<file path="config.mk">
export PLATFORM = sky130hd
export DESIGN_NAME = lcd_raster_gen
export DESIGN_NICKNAME = d
export VERILOG_FILES = /design/src/rtl/lcdt_pkg.sv /design/src/rtl/lcdt_clkgen.sv /design/src/rtl/lcdt_axis.sv /design/src/rtl/lcd_raster_gen.sv
export SDC_FILE = /design/constraint.sdc
export NUM_CORES = 1
export LEC_CHECK = 0
export BUFFER_PORTS_ARGS = -buffer_cell sky130_fd_sc_hd__buf_2
export CELL_PAD_IN_SITES_DETAIL_PLACEMENT = 0
export CELL_PAD_IN_SITES_GLOBAL_PLACEMENT = 1
export CORE_MARGIN = 2
export CORE_UTILIZATION = 35
export DETAILED_ROUTE_END_ITERATION = 8
export PLACE_DENSITY = 0.78
export RECOVER_POWER = 50
export SYNTH_ARGS = -nofsm -noshare
export SYNTH_HDL_FRONTEND = slang
export SYNTH_SLANG_ARGS = --single-unit
</file>
<file path="constraint.sdc">
create_clock -name clk -period 8.13 [get_ports clk]
set_input_delay 2.0325 -clock clk [delete_from_list [all_inputs] [get_ports clk]]
set_output_delay 2.0325 -clock clk [all_outputs]
set_load 0.02 [all_outputs]
</file>
<file path="src/rtl/lcdt_pkg.sv">
package lcdt_pkg;

  // Bit positions inside the inversion field
  localparam int BIT_INV_V  = 11;
  localparam int BIT_INV_H  = 12;
  localparam int BIT_INV_PC = 13;
  localparam int BIT_INV_DE = 14;

  typedef struct packed {
    logic [15:0] sync_len;
    logic [15:0] bp_len;
    logic [15:0] act_len;
    logic [15:0] fp_len;
  } axis_len_t;

  // Horizontal word: minus-one fields, width in 16-pixel units
  function automatic axis_len_t decode_horz(input logic [31:2] w);
    axis_len_t r;
    r.sync_len = {8'd0, w[15:8]} + 16'd1;
    r.fp_len   = {8'd0, w[23:16]} + 16'd1;
    r.bp_len   = {8'd0, w[31:24]} + 16'd1;
    r.act_len  = ({10'd0, w[7:2]} + 16'd1) << 4;
    return r;
  endfunction

  // Vertical word: sync and lines minus one, porches raw
  function automatic axis_len_t decode_vert(input logic [31:0] w);
    axis_len_t r;
    r.sync_len = {10'd0, w[15:10]} + 16'd1;
    r.act_len  = {6'd0, w[9:0]} + 16'd1;
    r.fp_len   = {8'd0, w[23:16]};
    r.bp_len   = {8'd0, w[31:24]};
    return r;
  endfunction

endpackage

</file>
<file path="src/rtl/lcdt_clkgen.sv">
module lcdt_clkgen #(
  parameter int DIV_W = 8
) (
  input  logic             clk,
  input  logic             rst,
  input  logic             bypass,
  input  logic [DIV_W-1:0] div,
  output logic             tick,
  output logic             pclk_raw
);

  logic [DIV_W-1:0] div_eff;
  logic [DIV_W-1:0] phase;
  logic [DIV_W-1:0] phase_n;
  logic [DIV_W:0]   half;

  assign div_eff = bypass ? '0 : div;
  assign tick    = (phase >= div_eff);
  assign phase_n = tick ? '0 : phase + 1'b1;
  assign half    = ({1'b0, div_eff} + 1'b1) >> 1;

  always_ff @(posedge clk) begin
    if (rst) begin
      phase    <= '0;
      pclk_raw <= 1'b0;
    end else begin
      phase    <= phase_n;
      pclk_raw <= ({1'b0, phase_n} >= half);
    end
  end

  AST_TICK_GAP: assert property (@(posedge clk) disable iff (rst)
    (tick && div_eff != '0) |=> (!tick || div_eff == '0));

endmodule

</file>
<file path="src/rtl/lcdt_axis.sv">
module lcdt_axis #(
  parameter int W = 13
) (
  input  logic         clk,
  input  logic         rst,
  input  logic         run,
  input  logic         step,
  input  logic         load,
  input  logic [W-1:0] sync_len,
  input  logic [W-1:0] bp_len,
  input  logic [W-1:0] act_len,
  input  logic [W-1:0] fp_len,
  output logic         in_sync,
  output logic         in_act,
  output logic         last,
  output logic [W-1:0] idx
);

  logic [W-1:0] cnt;
  logic [W-1:0] s_end;
  logic [W-1:0] a_beg;
  logic [W-1:0] a_end;
  logic [W-1:0] total;
  logic [W-1:0] beg_sum;
  logic [W-1:0] end_sum;

  assign beg_sum = sync_len + bp_len;
  assign end_sum = beg_sum + act_len;

  always_ff @(posedge clk) begin
    if (rst) begin
      s_end <= '0;
      a_beg <= '0;
      a_end <= '0;
      total <= '0;
      cnt   <= '0;
    end else begin
      if (load) begin
        s_end <= sync_len;
        a_beg <= beg_sum;
        a_end <= end_sum;
        total <= end_sum + fp_len;
      end
      if (!run)
        cnt <= '0;
      else if (step)
        cnt <= last ? '0 : cnt + 1'b1;
    end
  end

  assign last    = (cnt == total - 1'b1);
  assign in_sync = (cnt < s_end);
  assign in_act  = (cnt >= a_beg) && (cnt < a_end);
  assign idx     = cnt - a_beg;

  AST_CNT_IN_RANGE: assert property (@(posedge clk) disable iff (rst)
    run |-> (cnt < total));

endmodule

</file>
<file path="src/rtl/lcd_raster_gen.sv">
module lcd_raster_gen
  import lcdt_pkg::*;
#(
  parameter int DIV_W  = 8,
  parameter int HCNT_W = 13,
  parameter int VCNT_W = 11
) (
  input  logic              clk,
  input  logic              rst,
  input  logic              ctrl_en,
  input  logic              ctrl_pwr,
  input  logic              ctrl_dual,
  input  logic [31:2]       timing_h,
  input  logic [31:0]       timing_v,
  input  logic [14:11]      pol_inv,
  input  logic              div_bypass,
  input  logic [DIV_W-1:0]  clk_div,
  output logic              hsync,
  output logic              vsync,
  output logic              data_en,
  output logic              panel_clk,
  output logic              panel_pwr,
  output logic [HCNT_W-1:0] pix_x,
  output logic [VCNT_W-1:0] pix_y,
  output logic [VCNT_W-1:0] pix_y_lower
);

  axis_len_t hl;
  axis_len_t vl;
  assign hl = decode_horz(timing_h);
  assign vl = decode_vert(timing_v);

  logic tick, pclk_raw;
  logic started_q;
  logic load;
  logic h_sync, h_act, h_last;
  logic v_sync, v_act, v_last;
  logic [HCNT_W-1:0] h_idx;
  logic [VCNT_W-1:0] v_idx;
  logic frame_wrap;

  // Shadow of the frame-level settings
  logic              dual_q;
  logic [VCNT_W-1:0] lines_q;

  // Registered logic levels and outputs
  logic              hs_l, vs_l, de_l, pc_l;
  logic [14:11]      inv_q;
  logic              pwr_q;
  logic [HCNT_W-1:0] pix_x_q;
  logic [VCNT_W-1:0] pix_y_q, pix_yl_q;

  lcdt_clkgen #(.DIV_W(DIV_W)) u_clk (
    .clk      (clk),
    .rst      (rst),
    .bypass   (div_bypass),
    .div      (clk_div),
    .tick     (tick),
    .pclk_raw (pclk_raw)
  );

  assign frame_wrap = started_q && tick && h_last && v_last;
  assign load       = !started_q || frame_wrap;

  lcdt_axis #(.W(HCNT_W)) u_h (
    .clk      (clk),
    .rst      (rst),
    .run      (started_q),
    .step     (tick),
    .load     (load),
    .sync_len (HCNT_W'(hl.sync_len)),
    .bp_len   (HCNT_W'(hl.bp_len)),
    .act_len  (HCNT_W'(hl.act_len)),
    .fp_len   (HCNT_W'(hl.fp_len)),
    .in_sync  (h_sync),
    .in_act   (h_act),
    .last     (h_last),
    .idx      (h_idx)
  );

  lcdt_axis #(.W(VCNT_W)) u_v (
    .clk      (clk),
    .rst      (rst),
    .run      (started_q),
    .step     (tick && h_last),
    .load     (load),
    .sync_len (VCNT_W'(vl.sync_len)),
    .bp_len   (VCNT_W'(vl.bp_len)),
    .act_len  (VCNT_W'(vl.act_len)),
    .fp_len   (VCNT_W'(vl.fp_len)),
    .in_sync  (v_sync),
    .in_act   (v_act),
    .last     (v_last),
    .idx      (v_idx)
  );

  always_ff @(posedge clk) begin
    if (rst) begin
      started_q <= 1'b0;
      inv_q     <= '0;
      pwr_q     <= 1'b0;
      dual_q    <= 1'b0;
      lines_q   <= '0;
    end else begin
      started_q <= ctrl_en;
      inv_q     <= pol_inv;
      pwr_q     <= ctrl_en && ctrl_pwr;
      if (load) begin
        dual_q  <= ctrl_dual;
        lines_q <= VCNT_W'(vl.act_len);
      end
    end
  end

  always_ff @(posedge clk) begin
    if (rst || !started_q) begin
      hs_l     <= 1'b0;
      vs_l     <= 1'b0;
      de_l     <= 1'b0;
      pc_l     <= 1'b0;
      pix_x_q  <= '0;
      pix_y_q  <= '0;
      pix_yl_q <= '0;
    end else begin
      hs_l <= h_sync;
      vs_l <= v_sync;
      de_l <= h_act && v_act;
      pc_l <= pclk_raw;
      if (h_act && v_act) begin
        pix_x_q  <= h_idx;
        pix_y_q  <= v_idx;
        pix_yl_q <= dual_q ? v_idx + lines_q : v_idx;
      end else begin
        pix_x_q  <= '0;
        pix_y_q  <= '0;
        pix_yl_q <= '0;
      end
    end
  end

  assign hsync       = hs_l ^ inv_q[BIT_INV_H];
  assign vsync       = vs_l ^ inv_q[BIT_INV_V];
  assign data_en     = de_l ^ inv_q[BIT_INV_DE];
  assign panel_clk   = pc_l ^ inv_q[BIT_INV_PC];
  assign panel_pwr   = pwr_q;
  assign pix_x       = pix_x_q;
  assign pix_y       = pix_y_q;
  assign pix_y_lower = pix_yl_q;

  AST_IDLE_NO_DE: assert property (@(posedge clk) disable iff (rst)
    $past(!ctrl_en, 2) |-> !de_l);

  AST_DE_SYNC_EXCL: assert property (@(posedge clk) disable iff (rst)
    de_l |-> (!hs_l && !vs_l));

  AST_FIRST_PIXEL: assert property (@(posedge clk) disable iff (rst)
    $rose(de_l) |-> (pix_x_q == '0));

endmodule

</file>
---- Word-level counts from Yosys, hierarchy flattened ----
Index checks and enable logic that the tools add are counted.
word-level totals
  register bits ........................... 186
  latch bits .............................. 0
  memory bits (writable) .................. 0
  ROM bits ................................ 0
  input port bits ......................... 80
  output and inout bits ................... 40
  logic and storage cells ................. 79
  memories ................................ 0
cells by class
  add/sub/neg operators ................... 21
  multiply operators ...................... 0
  div/mod/pow operators ................... 0
  magnitude comparators ................... 8
  equality and inequality tests ........... 2
  shift-type cells ........................ 0
  mux-type cells .......................... 5
  bitwise logic cells ..................... 6
  reduce and logical (&&, ||, !) cells .... 13
operators by type and width
  cell                   number
  $add 8x1->9 const B    4
  $lt 13x13->1           2
  $add 11x11->11         2
  $lt 11x11->1           2
  $mux 11                2
  $ge 8x8->1             2
  $mux 8                 2
  $add 6x1->7 const B    2
  $add 13x1->13 const B  1
  $add 13x11->13         1
  $add 13x9->13          1
  $eq 13x13->1           1
  $ge 13x13->1           1
  $mux 13                1
  $sub 13x1->13 const B  1
  $sub 13x13->13         1
  $add 10x1->11 const B  1
  $add 11x1->11 const B  1
  $add 11x8->11          1
  $eq 11x11->1           1
  $ge 11x11->1           1
  $sub 11x1->11 const B  1
  $sub 11x11->11         1
  $add 9x9->10           1
  other kinds (8)        21

---- Depth between registers and ports, before layout ----
  depth after elaboration ................. 6
  gate-level depth with buffers ........... 23
  depth with buffers taken out ............ 23

---- Cells and area by module ----
From an unflattened synthesis, not the netlist that was laid out.
second synthesis, totals
  cells, all modules ...................... 1648
  area total of the unflattened synthesis .. 13963.4 um^2
by module, submodules not included
  module           instances  cells an instance  area an instance (um^2)  seq. area each (um^2)
  lcdt_axis (u_h)  1          667                5557.8                   1301.2
  lcdt_axis (u_v)  1          555                4584.4                   1101.1
  lcd_raster_gen   1          320                2902.8                   1141.1
  lcdt_clkgen      1          106                918.4                    180.2

---- Worst setup path after synthesis ----
OpenSTA, ideal clock, no wires.
  kind .................................... input-to-reg
  from .................................... in timing_v[10]
  to ...................................... reg u_v.total[10]
  library setup time ...................... 86 ps
  arrival time ............................ 5477 ps
  required time ........................... 8044 ps
  path slack .............................. 2567 ps
  stages on the path ...................... 21
  buffers on the path ..................... 0
  path through ............................ ha_1 inv_1 fa_1 nor2b_1 o21ai_0 a21boi_0 nor2_1 ha_1 o21a_1 o31a_1 nand3_1 mux2i_1 nand2b_1 xor2_1 ha_1 inv_1 o21bai_1 a21oi_1 a211oi_1 xor2_1 a211oi_1
between the ends
  longest elaborated chain between the ends .. 4
RTL lines
  element               RTL line              source
  start, declared       lcd_raster_gen.sv:14  input logic [31:0] timing_v,
  $add 6x1->7           lcdt_pkg.sv:29        r.sync_len = {10'd0, w[15:10]} + 16'd1;
  $add 7x8->9           lcdt_axis.sv:27       assign beg_sum = sync_len + bp_len;
  net u_v.beg_sum[4]    lcdt_axis.sv:24       logic [W-1:0] beg_sum;
  $add 11x11->11        lcdt_axis.sv:28       assign end_sum = beg_sum + act_len;
  net u_v.end_sum[6]    lcdt_axis.sv:25       logic [W-1:0] end_sum;
  $add 11x8->11         lcdt_axis.sv:42       total <= end_sum + fp_len;
  end signal, assigned  lcdt_axis.sv:42
  end, declared         lcdt_axis.sv:23       logic [W-1:0] total;
The timed path passes the listed nets, and every way through them passes these cells.
A chain may end at the register's enable or synchronous reset.

---- Worst setup path after layout ----
  from .................................... in div_bypass
  to ...................................... reg u_v.cnt[0]
between the ends
  longest elaborated chain between the ends .. 3
RTL lines
  element               RTL line              source
  start, declared       lcd_raster_gen.sv:16  input logic div_bypass,
  $mux 8                lcdt_clkgen.sv:17     assign div_eff = bypass ? '0 : div;
  $ge 8x8->1            lcdt_clkgen.sv:18     assign tick = (phase >= div_eff);
  $logic_and 1x1->1     lcd_raster_gen.sv:85  .step (tick && h_last),
  end signal, assigned  lcdt_axis.sv:47       cnt <= last ? '0 : cnt + 1'b1;
  end, declared         lcdt_axis.sv:19       logic [W-1:0] cnt;
Every way passes these cells.

==> flow_metrics.tcl <==
set metrics [dict create \
    status "finished with violations" \
    violations "max-capacitance violations, max-slew violations" \
    hold_viol_final 0 \
    grt_usage_pct 17.7 \
    hold_depth 1 \
    ff2ff_path_depth 11 \
    tightest_slew_ps 3540 \
    ios 120 \
    gp_congestion 0.818 \
    num_antenna_cells 0 \
    mostFrequentLayoutCells "nand2_1 (170), dfxtp_1 (168), ha_1 (134)" \
    cts_made_buffers 17 \
    fill_cells 3448 \
    grt_overflow_total 0 \
    dieHeight_um 187 \
    core_area_sq_mm 0.0327 \
    cp.buffers_inverters 4 \
    start_kind "input port" \
    cpPeakStageDelay_ps 910 \
    clk_pin_slew_ps 70 \
    via_per_inst 4.97 \
    yosysSeqAreaShare_pct 28.8 \
    drtIter0Drc 569 \
    cts_tree "yes" \
    fp.dieArea_sq_mm 0.0348 \
    crit_chain "clkbuf_1, nor2b_1, inv_1, ha_1, a21oi_1, a21boi_0, o211ai_1, a21oi_2, clkbuf_1, a31o_1, buf_4, or2_1, nor2_1" \
    crit_slowest_cell "a31o_1" \
    rsz0062_at_grt "no" \
    ys_ff_latch 168 \
    totalWireLength_um 30600 \
    synth_area_per_cell_sq_um 7.99 \
    synth-async-reset-ratio_pct 0 \
    power_density_mw_per_mm2 224 \
    netlist_instances 1461 \
    synthFlopType "dfxtp_1" \
    synth_fp_nets 1684 \
    fin_tns_setup_ps 0 \
    crit_cells 13 \
    maxCapViolCount 3 \
    numPortBuffers 119 \
    min_period_ps 6280 \
    hold_class "reg -> reg" \
    setup_viol 0 \
    hpwl_um 23600 \
    maxSlewViolCount 145 \
    synthToLayoutAreaGrowth_pct 12.4 \
    seqCellArea_sq_mm 0.00336 \
    grt_pass1_vias 9547 \
    synth_edf_count 0 \
    critPathRequiredTime_ps 8440 \
    fin_skew_ps 18.0 \
    leakagePower_nw 5.69 \
    grt_pass1_wl_um 49600 \
    worstSetupPathType "in -> reg" \
    drc_errors 0 \
    drtAntennaViolNets 0 \
    grt_max_degree 100 \
    period_share_pct 77.2 \
    cts_num_sinks 168 \
    htree_num_levels 4 \
    wire_per_inst_um 15.4 \
    crit_fanout 99 \
    cp.arrival_ps 6580 \
    crit_family "buffers and inverters" \
    synth_cell_type_count 61 \
    initial_core_util_pct 35.7 \
    cts.repair.resized 0 \
    fin_nets 1763 \
    synth_area_sq_mm 0.0117 \
    cts-root-buf "clkbuf_16" \
    slew_headroom_pct -136 \
    num_rows 66 \
    drive_gt1_share_pct 8.18 \
    cts_hold_buffers 0 \
    whs_ps 436 \
    grt_antenna_before_repair 0 \
    first_pass_iters 4 \
    post-cts-setup-buffers 0 \
    die_w_um 187 \
    ys_warn_count 0 \
    peakVddDrop_mv 0.0866 \
    final_common_cell "nand2_1" \
    cp_common_cell "clkbuf_1" \
    insertion_delay_ps 450 \
    worstSetupEndpointType "register" \
    multiInputGateArea_sq_mm 0.00761 \
    fmax_mhz 159 \
    num_vias 9918 \
    cts.path.max_buffers 2 \
]
metal layers:
| layer | global-route usage, % | part of all wire [%] |
|---|---|---|
| met5 | 0 | 0 |
| met4 | 4.58 | 1.4 |
| met3 | 2.61 | 3.4 |
| met2 | 25.8 | 41 |
| met1 | 26.8 | 55 |
worst reg2reg max path: cells and delay by family (launching register included):
| kind | cells | cell delay, ps |
|---|---|---|
| adders and majority gates | 1 | 230 |
| buffers and inverters | 2 | 990 |
| DFF | 1 | 370 |
| AOI/OAI and AO/OA | 4 | 1880 |
| and+or+nand+nor | 4 | 1710 |
area by class of cell:
cell class	instances	area share [%]
tap	442	4.22
clock buffer	18	3.35
inverter	113	3.24
timing repair buffer	125	4.40
sequential	168	25.7
multi-input combinational	1115	58.1
clock inverter	14	1.04
per-stage QoR:
step | power, mW | worst slack (ps) | instances | util, % | instance area, sq um
after floorplan | 1.88 | 2570 | 1461 | - | 11700
after global placement | 2.12 | 2120 | 1963 | 38.6 | 12600
after detailed placement | 2.14 | 1950 | 1963 | 38.6 | 12600
after CTS | 2.96 | 2390 | 1995 | 40.3 | 13200
after global routing | 3.16 | 1370 | 1995 | 40.1 | 13100
final | 2.94 | 1850 | 1995 | 40.1 | 13100
cell usage after synthesis, types with 11 or more instances:
library cell	count	share of area, %
xor2_1	53	4.0
dfxtp_1	168	29
xnor2_1	85	6.4
ha_1	134	14
a21o_1	39	2.5
inv_1	112	3.6
nor2b_1	27	1.4
nand2b_1	27	1.4
mux2i_1	11	0.94
and3_1	16	0.86
nor4_1	12	0.64
a211oi_1	26	1.7
buf_2	13	0.56
a21oi_1	128	5.5
nand2_1	170	5.5
clkbuf_1	45	1.4
nand4_1	11	0.59
o21ai_0	49	2.1
nor3_1	52	2.2
or3_1	17	0.91
nor2_1	98	3.2
nand3_1	37	1.6
worst paths after layout:
kind	slack, ps	from	endpoint
worst max-delay path	1850	div_bypass	u_v.cnt[0]
worst min-delay path	440	u_clk.pclk_raw	pc_l
worst max register to register	2830	u_h.total[0]	u_v.cnt[0]
worst min register to register	440	u_clk.pclk_raw	pc_l
where the power goes:
part | internal (mW) | switching, mW | leakage (nW)
combinational | 0.503 | 0.627 | 4.04
clock | 0.437 | 0.376 | 0.280
sequential | 0.906 | 0.0904 | 1.38
logic make-up after synthesis:
logic type | Yosys count | synth area share [%]
and+or+nand+nor | 505 | 20.9
AOI/OAI and AO/OA | 317 | 17.0
buffers and inverters | 178 | 5.93
DFF | 168 | 28.8
adders and majority gates | 143 | 15.9
xor gates and xnor gates | 138 | 10.4
muxes | 12 | 1.04
No activity file was read; power rests on OpenSTA's default activity.
